[src/rtl/ptmr_pkg.sv]
package ptmr_pkg;
   localparam int ADDR_W = 4;
   localparam logic [ADDR_W-1:0] A_PRE_LO = 4'd0;
   localparam logic [ADDR_W-1:0] A_PRE_HI = 4'd1;
   localparam logic [ADDR_W-1:0] A_CNT_LO = 4'd2;
   localparam logic [ADDR_W-1:0] A_CNT_HI = 4'd3;
   localparam logic [ADDR_W-1:0] A_CTRL   = 4'd4;
   localparam logic [ADDR_W-1:0] A_SEL    = 4'd5;
   localparam int B_RUN  = 0;
   localparam int B_IEN  = 1;
   localparam int B_FLAG = 2;
   typedef enum logic [1:0] {ST_IDLE, ST_RUN, ST_STOP} tmr_state_e;
endpackage

[src/rtl/ptmr_regif.sv]
module ptmr_regif
   import ptmr_pkg::*;
#(
   parameter int NIB_W = 4,
   parameter int SEL_W = 2,
   localparam int CNT_W = 2 * NIB_W
) (
   input  logic              clk,
   input  logic              rst_n,
   input  logic              wr_n,
   input  logic [ADDR_W-1:0] addr,
   input  logic [NIB_W-1:0]  wdata,
   input  logic [CNT_W-1:0]  cnt_i,
   input  logic              flag_set_i,
   output logic [CNT_W-1:0]  preset_o,
   output logic [CNT_W-1:0]  load_val_o,
   output logic              load_o,
   output logic              start_o,
   output logic              stop_o,
   output logic              ien_o,
   output logic              flag_o,
   output logic [SEL_W-1:0]  sel_o,
   output logic [NIB_W-1:0]  rdata
);
   generate
      if (NIB_W < 3) begin : g_bad_nib
         $error("ptmr_regif: NIB_W must hold the three control bits");
      end
      if (SEL_W > NIB_W) begin : g_bad_sel
         $error("ptmr_regif: SEL_W wider than the data bus");
      end
   endgenerate

   logic wr_q;
   logic wr_pulse;
   logic run_q;
   logic flag_clr;

   always_ff @(posedge clk or negedge rst_n) begin
      if (!rst_n) wr_q <= 1'b1;
      else        wr_q <= wr_n;
   end

   assign wr_pulse = wr_n & ~wr_q;
   assign load_o   = wr_pulse && (addr == A_PRE_LO || addr == A_PRE_HI);
   assign start_o  = wr_pulse && addr == A_CTRL && wdata[B_RUN];
   assign stop_o   = wr_pulse && addr == A_CTRL && !wdata[B_RUN];
   assign flag_clr = wr_pulse && addr == A_CTRL && !wdata[B_FLAG];

   always_comb begin
      load_val_o = preset_o;
      if (addr == A_PRE_LO) load_val_o[NIB_W-1:0]     = wdata;
      else                  load_val_o[CNT_W-1:NIB_W] = wdata;
   end

   always_ff @(posedge clk or negedge rst_n) begin
      if (!rst_n) begin
         preset_o <= '0;
         run_q    <= 1'b0;
         ien_o    <= 1'b0;
         flag_o   <= 1'b0;
         sel_o    <= '0;
      end else begin
         if (load_o) preset_o <= load_val_o;
         if (wr_pulse && addr == A_CTRL) begin
            run_q <= wdata[B_RUN];
            ien_o <= wdata[B_IEN];
         end
         if (wr_pulse && addr == A_SEL) sel_o <= wdata[SEL_W-1:0];
         if (flag_set_i)    flag_o <= 1'b1;
         else if (flag_clr) flag_o <= 1'b0;
      end
   end

   always_comb begin
      rdata = '0;
      case (addr)
         A_PRE_LO: rdata = preset_o[NIB_W-1:0];
         A_PRE_HI: rdata = preset_o[CNT_W-1:NIB_W];
         A_CNT_LO: rdata = cnt_i[NIB_W-1:0];
         A_CNT_HI: rdata = cnt_i[CNT_W-1:NIB_W];
         A_CTRL: begin
            rdata[B_RUN]  = run_q;
            rdata[B_IEN]  = ien_o;
            rdata[B_FLAG] = flag_o;
         end
         A_SEL:   rdata[SEL_W-1:0] = sel_o;
         default: rdata = '0;
      endcase
   end

   AST_PRESET_HOLD: assert property (@(posedge clk) disable iff (!rst_n)
      !load_o |=> $stable(preset_o)) else $error("preset changed without write");
   AST_FLAG_STICKY: assert property (@(posedge clk) disable iff (!rst_n)
      (flag_o && !flag_clr) |=> flag_o) else $error("flag dropped");
endmodule

[src/rtl/ptmr_tick_sel.sv]
module ptmr_tick_sel #(
   parameter int N_SRC       = 4,
   parameter int SEL_W       = 2,
   parameter int SYNC_STAGES = 2
) (
   input  logic             clk,
   input  logic             rst_n,
   input  logic [N_SRC-1:0] tick_i,
   input  logic [SEL_W-1:0] sel_i,
   input  logic             latch_i,
   output logic             fall_o
);
   localparam int PAD_W = 1 << SEL_W;

   generate
      if (N_SRC > PAD_W) begin : g_bad_src
         $error("ptmr_tick_sel: select too narrow for N_SRC");
      end
   endgenerate

   logic [N_SRC-1:0] lvl;
   logic [N_SRC-1:0] lvl_q;
   logic [SEL_W-1:0] sel_q;
   logic [PAD_W-1:0] fall_pad;

   generate
      if (SYNC_STAGES == 0) begin : g_direct
         assign lvl = tick_i;
      end else begin : g_sync
         logic [N_SRC-1:0] stg_q [SYNC_STAGES];
         always_ff @(posedge clk or negedge rst_n) begin
            if (!rst_n) begin
               for (int k = 0; k < SYNC_STAGES; k++) stg_q[k] <= '1;
            end else begin
               stg_q[0] <= tick_i;
               for (int k = 1; k < SYNC_STAGES; k++) stg_q[k] <= stg_q[k-1];
            end
         end
         assign lvl = stg_q[SYNC_STAGES-1];
      end
   endgenerate

   always_ff @(posedge clk or negedge rst_n) begin
      if (!rst_n) begin
         lvl_q <= '1;
         sel_q <= '0;
      end else begin
         lvl_q <= lvl;
         if (latch_i) sel_q <= sel_i;
      end
   end

   always_comb begin
      fall_pad = '0;
      fall_pad[N_SRC-1:0] = lvl_q & ~lvl;
   end
   assign fall_o = fall_pad[sel_q];

   AST_SEL_HOLD: assert property (@(posedge clk) disable iff (!rst_n)
      !latch_i |=> $stable(sel_q)) else $error("select moved outside start");
endmodule

[src/rtl/ptmr_core.sv]
module ptmr_core
   import ptmr_pkg::*;
#(
   parameter int CNT_W = 8
) (
   input  logic             clk,
   input  logic             rst_n,
   input  logic             start_i,
   input  logic             stop_i,
   input  logic             load_i,
   input  logic [CNT_W-1:0] load_val_i,
   input  logic [CNT_W-1:0] preset_i,
   input  logic             fall_i,
   output logic [CNT_W-1:0] cnt_o,
   output logic             flag_set_o,
   output logic             latch_sel_o
);
   localparam logic [CNT_W-1:0] ONE = CNT_W'(1);

   tmr_state_e st_q, st_n;
   logic       step;

   assign step        = fall_i && st_q != ST_IDLE;
   assign latch_sel_o = start_i && st_q == ST_IDLE;
   assign flag_set_o  = step && !load_i && cnt_o == ONE;

   always_comb begin
      st_n = st_q;
      if (step && st_q == ST_STOP) st_n = ST_IDLE;
      if (start_i)                        st_n = ST_RUN;
      else if (stop_i && st_n != ST_IDLE) st_n = ST_STOP;
   end

   always_ff @(posedge clk or negedge rst_n) begin
      if (!rst_n) begin
         st_q  <= ST_IDLE;
         cnt_o <= '0;
      end else begin
         st_q <= st_n;
         if (load_i)             cnt_o <= load_val_i;
         else if (step) begin
            if (cnt_o == ONE)    cnt_o <= preset_i;
            else if (cnt_o != 0) cnt_o <= cnt_o - ONE;
         end
      end
   end

   AST_IDLE_HOLD: assert property (@(posedge clk) disable iff (!rst_n)
      (st_q == ST_IDLE && !load_i) |=> $stable(cnt_o)) else $error("idle count moved");
   AST_RELOAD: assert property (@(posedge clk) disable iff (!rst_n)
      (step && !load_i && cnt_o == ONE) |=> cnt_o == $past(preset_i)) else $error("no reload");
   AST_ZERO_HOLD: assert property (@(posedge clk) disable iff (!rst_n)
      (step && !load_i && cnt_o == 0) |=> cnt_o == 0) else $error("zero count moved");
   AST_STOP_ONE: assert property (@(posedge clk) disable iff (!rst_n)
      (st_q == ST_STOP && step && !start_i) |=> st_q == ST_IDLE) else $error("stop overran");
endmodule

[src/rtl/ptimer_top.sv]
module ptimer_top
   import ptmr_pkg::*;
#(
   parameter int CNT_W       = 8,
   parameter int NIB_W       = 4,
   parameter int N_SRC       = 4,
   parameter int SYNC_STAGES = 2,
   localparam int SEL_W      = (N_SRC < 2) ? 1 : $clog2(N_SRC)
) (
   input  logic              clk,
   input  logic              rst_n,
   input  logic              wr_n,
   input  logic [ADDR_W-1:0] addr,
   input  logic [NIB_W-1:0]  wdata,
   input  logic [N_SRC-1:0]  src_tick,
   output logic [NIB_W-1:0]  rdata,
   output logic              irq_n
);
   generate
      if (CNT_W != 2 * NIB_W) begin : g_bad_cnt
         $error("ptimer_top: CNT_W must be two nibbles");
      end
   endgenerate

   logic [CNT_W-1:0] cnt, preset, load_val;
   logic             load, start, stop, ien, flag, flag_set, latch_sel, fall;
   logic [SEL_W-1:0] sel;

   ptmr_regif #(.NIB_W(NIB_W), .SEL_W(SEL_W)) i_regif (
      .clk(clk), .rst_n(rst_n), .wr_n(wr_n), .addr(addr), .wdata(wdata),
      .cnt_i(cnt), .flag_set_i(flag_set), .preset_o(preset),
      .load_val_o(load_val), .load_o(load), .start_o(start), .stop_o(stop),
      .ien_o(ien), .flag_o(flag), .sel_o(sel), .rdata(rdata));

   ptmr_tick_sel #(.N_SRC(N_SRC), .SEL_W(SEL_W), .SYNC_STAGES(SYNC_STAGES)) i_tick (
      .clk(clk), .rst_n(rst_n), .tick_i(src_tick), .sel_i(sel),
      .latch_i(latch_sel), .fall_o(fall));

   ptmr_core #(.CNT_W(CNT_W)) i_core (
      .clk(clk), .rst_n(rst_n), .start_i(start), .stop_i(stop), .load_i(load),
      .load_val_i(load_val), .preset_i(preset), .fall_i(fall), .cnt_o(cnt),
      .flag_set_o(flag_set), .latch_sel_o(latch_sel));

   assign irq_n = ~(flag & ien);

   AST_IRQ_MASKED: assert property (@(posedge clk) disable iff (!rst_n)
      !ien |-> irq_n) else $error("irq while masked");
endmodule

[config.mk]
export PLATFORM = sky130hd
export DESIGN_NAME = ptimer_top
export DESIGN_NICKNAME = d
export VERILOG_FILES = /design/src/rtl/ptmr_pkg.sv /design/src/rtl/ptmr_regif.sv /design/src/rtl/ptmr_tick_sel.sv /design/src/rtl/ptmr_core.sv /design/src/rtl/ptimer_top.sv
export SDC_FILE = /design/constraint.sdc
export NUM_CORES = 1
export LEC_CHECK = 0
export BUFFER_PORTS_ARGS = -buffer_cell sky130_fd_sc_hd__buf_4
export CAP_MARGIN = 20
export CORE_UTILIZATION = 35
export DETAILED_ROUTE_END_ITERATION = 6
export SLEW_MARGIN = 40
export SYNTH_ARGS = -nofsm -noshare
export SYNTH_HDL_FRONTEND = slang
export SYNTH_SLANG_ARGS = --single-unit
[constraint.sdc]
create_clock -name clk -period 1.8 [get_ports clk]
set_input_delay 0.18 -clock clk [delete_from_list [all_inputs] [get_ports clk]]
set_output_delay 0.18 -clock clk [all_outputs]
set_load 0.02 [all_outputs]
; Yosys cells after proc, flatten, opt, wreduce, memory -nomap -nowiden
; Index checks and enable logic that the tools add are counted.
[classes]
n_addsub = 1
eq_ne = 7
muxes = 16
n_reduce_logical = 25
bitwise = 6
magnitude_cmp = 1
[ops]
columns = cell, n
row1 = two-way mux 8 bit, 4
row2 = logical AND 1 bit, 12
row3 = case mux 2 bit (6 select lines), 1
row4 = "equality test 4 x 2 -> 1 bit, second input constant", 2
row5 = "equality test 4 x 3 -> 1 bit, second input constant", 2
row6 = "equality test 8 x 1 -> 1 bit, second input constant", 1
row7 = two-way mux 4 bit, 2
row8 = nonzero test 2 bit, 4
row9 = nonzero test 8 bit, 1
row10 = "subtractor 8 x 1 -> 8 bit, second input constant", 1
row11 = two-way mux 2 bit, 3
row12 = case mux 1 bit (5 select lines), 1
row13 = bitwise AND 4 bit, 1
row14 = "equality test 4 x 1 -> 1 bit, second input constant", 1
row15 = zero test 4 bit, 1
row16 = NOT 4 bit, 1
row17 = case mux 1 bit (4 select lines), 1
row18 = zero test 1 bit, 3
row19 = "< comparator 2 x 3 -> 1 bit, second input constant", 1
row20 = two-way mux 1 bit, 3
row21 = nonzero test 3 bit, 1
row22 = bitwise AND 1 bit, 2
row23 = binary-select mux 1 bit (select 2 bit), 1
row24 = "equality test 2 bit, second input constant", 1
row25 = other kinds (4), 5
[totals]
elab_cells = 68
reg_bits = 38
input_bits = 15
out_inout_bits = 5

; Depth between registers and ports, before layout
[logic_depth]
depth_word = 11
ltp_mapped = 7
ltp_nobuf = 7

; Hierarchy
; From an unflattened synthesis, not the netlist that was laid out.
[unflattened]
cells_unflattened = 185
hier_area_um2 = 2104.5
[by_module_without_submodules]
columns = module, cells_each, seq_area_each_um2, area_each_um2, n_inst
row1 = ptmr_regif, 71, 351.6, 882.1, 1
row2 = ptmr_core, 92, 250.2, 783.3, 1
row3 = ptmr_tick_sel, 21, 365.4, 435.4, 1
row4 = ptimer_top, 1, 0.0, 3.8, 1

; Worst setup path after synthesis
; No wires, ideal clock.
[synth_path]
path_kind = register to register
start = register i_tick.lvl_q[3]
end = register i_core.cnt_o[0]
setup_time_ns = 0.127
path_buffers = 1
path_stages_with_launch = 7
t_required_ns = 1.673
path_slack_ns = -0.023
synth_period_minus_slack_ns = 1.823
arrival_ns = 1.696
cell_sequence = dfstp_2 nand2b_1 mux4_2 a211oi_4 buf_6 a22oi_2 a21boi_2
[synth_via]
elab_chain_len = 6
[synth_lines]
columns = item, line_no
row1 = start: declaration, ptmr_tick_sel.sv:22  ; logic [N_SRC-1:0] lvl_q;
row2 = start signal: assignment, ptmr_tick_sel.sv:48  ; lvl_q <= lvl;
row3 = bitwise AND 4 bit, ptmr_tick_sel.sv:55  ; fall_pad[N_SRC-1:0] = lvl_q & ~lvl;
row4 = binary-select mux 1 bit (select 2 bit), ptmr_tick_sel.sv:57  ; assign fall_o = fall_pad[sel_q];
row5 = two-way mux 1 bit (not written as such), ptmr_tick_sel.sv:57
row6 = logical AND 1 bit, ptmr_core.sv:23  ; assign step = fall_i && st_q != ST_IDLE;
row7 = nonzero test 2 bit (no line), --
row8 = AND reduction 2 bit (no line), --
row9 = end signal: assignment, ptmr_core.sv:40  ; if (load_i) cnt_o <= load_val_i;
row10 = end signal: assignment, ptmr_core.sv:42  ; if (cnt_o == ONE) cnt_o <= preset_i;
row11 = end signal: assignment, ptmr_core.sv:43  ; else if (cnt_o != 0) cnt_o <= cnt_o - ONE;
row12 = end: declaration, ptmr_core.sv:14  ; output logic [CNT_W-1:0] cnt_o,
; Every way passes these cells. The select of a mux whose other input is x is not followed.
; A chain may end at the register's enable or synchronous reset.

; Worst setup path after layout
[layout_path]
start = register i_tick.lvl_q[3]
end = register i_core.cnt_o[7]
; Same word-level chain as after synthesis.

==> results.json <==
{
  "die_area_um2": 6080,
  "synth_simple_gate_area_share_pct": 21.1,
  "die_x_um": 78.0,
  "cts-root-buf": "clkbuf_8",
  "synth_area_leader_cell": "dfrtp_1",
  "hold_path_depth": 2,
  "worstMarginPinSlew_ns": 0.481,
  "drc": 0,
  "period_needed_ns": 1.87,
  "ys_top_cells_by_area": "dfrtp_1, dfstp_2, nand2_1",
  "criticalPathCategory": "flop to flop",
  "postLayoutCellArea_um2": 2690,
  "reg2reg_depth": 6,
  "hp-class": "input pin to flop",
  "synth-seq-cells": 38,
  "synth_most_common_cell": "nand2_1",
  "portBuffers": 19,
  "irDropWorstVdd_v": 0.000430,
  "synthMuxAreaShare_pct": 9.34,
  "synth-adder-area-share_pct": 1.24,
  "clk_latency_ns": 0.29,
  "cts_tree": "built",
  "synth_top_family_by_area": "simple AND/OR/NAND/NOR gates",
  "clockBufferDepth": 2,
  "post_drt_wl_per_cell_um": 15.3,
  "drtIter0Drc": 96,
  "end_kind": "flop",
  "place_area_um2": 2420,
  "place.gp.congestion": 0.885,
  "min_period_over_period_pct": 104,
  "track_usage_pct": 18.0,
  "num_rows": 27,
  "synth_cell_type_count": 53,
  "maxCapViolCount": 0,
  "coreArea_um2": 5540,
  "grt_pass1_vias": 1667,
  "hold_viol_final": 0,
  "routed_via_density": 5.23,
  "drv_slew": 0,
  "finClkSkew_ns": 0.00420,
  "maxSlewHeadroom_pct": 67.9,
  "setup_viol": 5,
  "vias": 1668,
  "cp_max_fo": 15,
  "gr-total-overflow": 0,
  "grt_pass1_wl_um": 8430,
  "io_pins": 20,
  "antenna_found_initial": 0,
  "hpwl_um": 3450,
  "power_uw": 3150,
  "grt_max_degree": 39,
  "leakage_uw": 0.00119,
  "synth.avg_cell_area_um2": 10.5,
  "setup_ws_ns": -0.0749,
  "layout.nets": 263,
  "synth_compound_area_share_pct": 16.6,
  "yosysWarnings": 0,
  "synth_ff_type": "dfrtp_1",
  "required_ns": 1.99,
  "synth_common_cells": "nand2_1, dfrtp_1, nor2_1",
  "cts_made_buffers": 5,
  "clk_pin_slew_ns": 0.08,
  "start_util_pct": 36.5,
  "status": "complete, but fails checks",
  "drive_gt1_share_pct": 38.9,
  "power_density_nw_per_um2": 1170,
  "synth_top_area_share_pct": 30.9,
  "grt_setup_unrepaired": "yes",
  "hold_ws_ns": 0.149,
  "arrival_ns": 2.06,
  "clock.fmax_mhz": 533,
  "synth_nets": 210,
  "firstDrtPassIters": 4,
  "startpoint_type": "flop",
  "violations": "setup timing",
  "drt-total-wl_um": 4880,
  "syn_area_um2": 2020,
  "syn_inst": 193,
  "areaGrowthSynthToFinish_pct": 32.9,
  "synth-xor-area-share_pct": 0.866,
  "cts_num_sinks": 38,
  "yosysSeqAreaShare_pct": 47.8,
  "antenna_cells": 0,
  "die_h_um": 78.0,
  "htree_levels": 2,
  "ant_nets": 0,
  "ys_async_sr_fraction_pct": 100,
  "synth_edf_count": 0,
  "final_util_pct": 48.5
}
==> final timing paths <==
kind	startpoint	to	slack, ns
max in group asynchronous	rst_n	i_regif.preset_o[0]	1.04
worst max-delay path	i_tick.lvl_q[3]	i_core.cnt_o[7]	-0.07
worst max register to register	i_tick.lvl_q[3]	i_core.cnt_o[7]	-0.07
worst min-delay path	wdata[1]	i_regif.sel_o[1]	0.15
worst min register to register	i_tick.g_sync.stg_q[7]	i_tick.lvl[3]	0.36
min in group asynchronous	rst_n	i_regif.preset_o[2]	0.38
==> flip-flops by register name (all words and copies together) (netlist names) <==
| register | flops |
|---|---|
| i_core.cnt_o | 8 |
| i_core.st_q | 2 |
| i_regif.flag_o | 1 |
| i_regif.ien_o | 1 |
| i_regif.preset_o | 8 |
| i_regif.run_q | 1 |
| i_regif.sel_o | 2 |
| i_regif.wr_q | 1 |
| i_tick.g_sync.stg_q | 4 |
| i_tick.lvl | 4 |
| i_tick.lvl_q | 4 |
| i_tick.sel_q | 2 |
==> placed cells by master (no fill, tap or decap), types with 4 or more instances in the layout <==
| cell type | count |
|---|---|
| a21o_1 | 4 |
| buf_4 | 41 |
| clkbuf_8 | 6 |
| dfrtp_1 | 24 |
| dfstp_2 | 13 |
| dlygate4sd3_1 | 6 |
| inv_1 | 5 |
| mux2_1 | 5 |
| mux2_2 | 4 |
| nand2_1 | 28 |
| nand2b_1 | 6 |
| nor2_1 | 23 |
| nor3_1 | 6 |
| o211ai_1 | 5 |
| o21ai_0 | 5 |
==> layout make-up <==
type,instances,area [um2]
clock buffer,6,82.6
fill,541,2850
multi-input combinational,143,1050
sequential,38,968
timing repair buffer,53,462
tap,72,90.1
inverter,5,18.8
clock inverter,2,11.3
==> routing by layer <==
layer / vias to the layer above / wire [um] / global-route usage (%)
met4: 0 / 63 / 5.00
li1: 809 / - / -
met3: 5 / 284 / 3.18
met1: 815 / 2350 / 26.6
met5: - / 0 / 0
met2: 39 / 2190 / 27.0
==> kinds of logic (layout without fill, tap and decap cells) <==
family | Yosys count | in the layout
xor+xnor | 2 | 2
fa+ha+maj | 2 | 2
simple gates | 83 | 83
buf+inv | 12 | 66
flops | 38 | 38
compound gates | 42 | 42
mux | 14 | 14
==> stage by stage <==
stage / instances / worst slack [ns] / setup TNS (ns)
floorplan: 193 / -0.0228 / -0.0228
global placement: 301 / -0.0452 / -0.0472
detailed placement: 301 / -0.0780 / -0.123
CTS: 317 / -0.101 / -0.232
global route: 319 / -0.142 / -0.799
finish: 319 / -0.0749 / -0.193
==> critical path: stages (launching register included) <==
cell      delay (ns)
dfstp_2         0.52
nand2b_1        0.04
mux4_2          0.52
a211oi_4        0.22
buf_12          0.18
nand3_2         0.07
a31o_1          0.22
==> power by group <==
group	switching, uW	internal, uW
clock network	318	309
logic	636	707
registers	146	1030
==> what timing repair did <==
action	in CTS	in global routing
setup endpoints to repair	8	13
pin swaps	3	1
setup buffers	2	2
hold endpoints to repair	30	0
hold buffers	6	0
resized for setup	7	9
No activity file was read; power rests on OpenSTA's default activity.
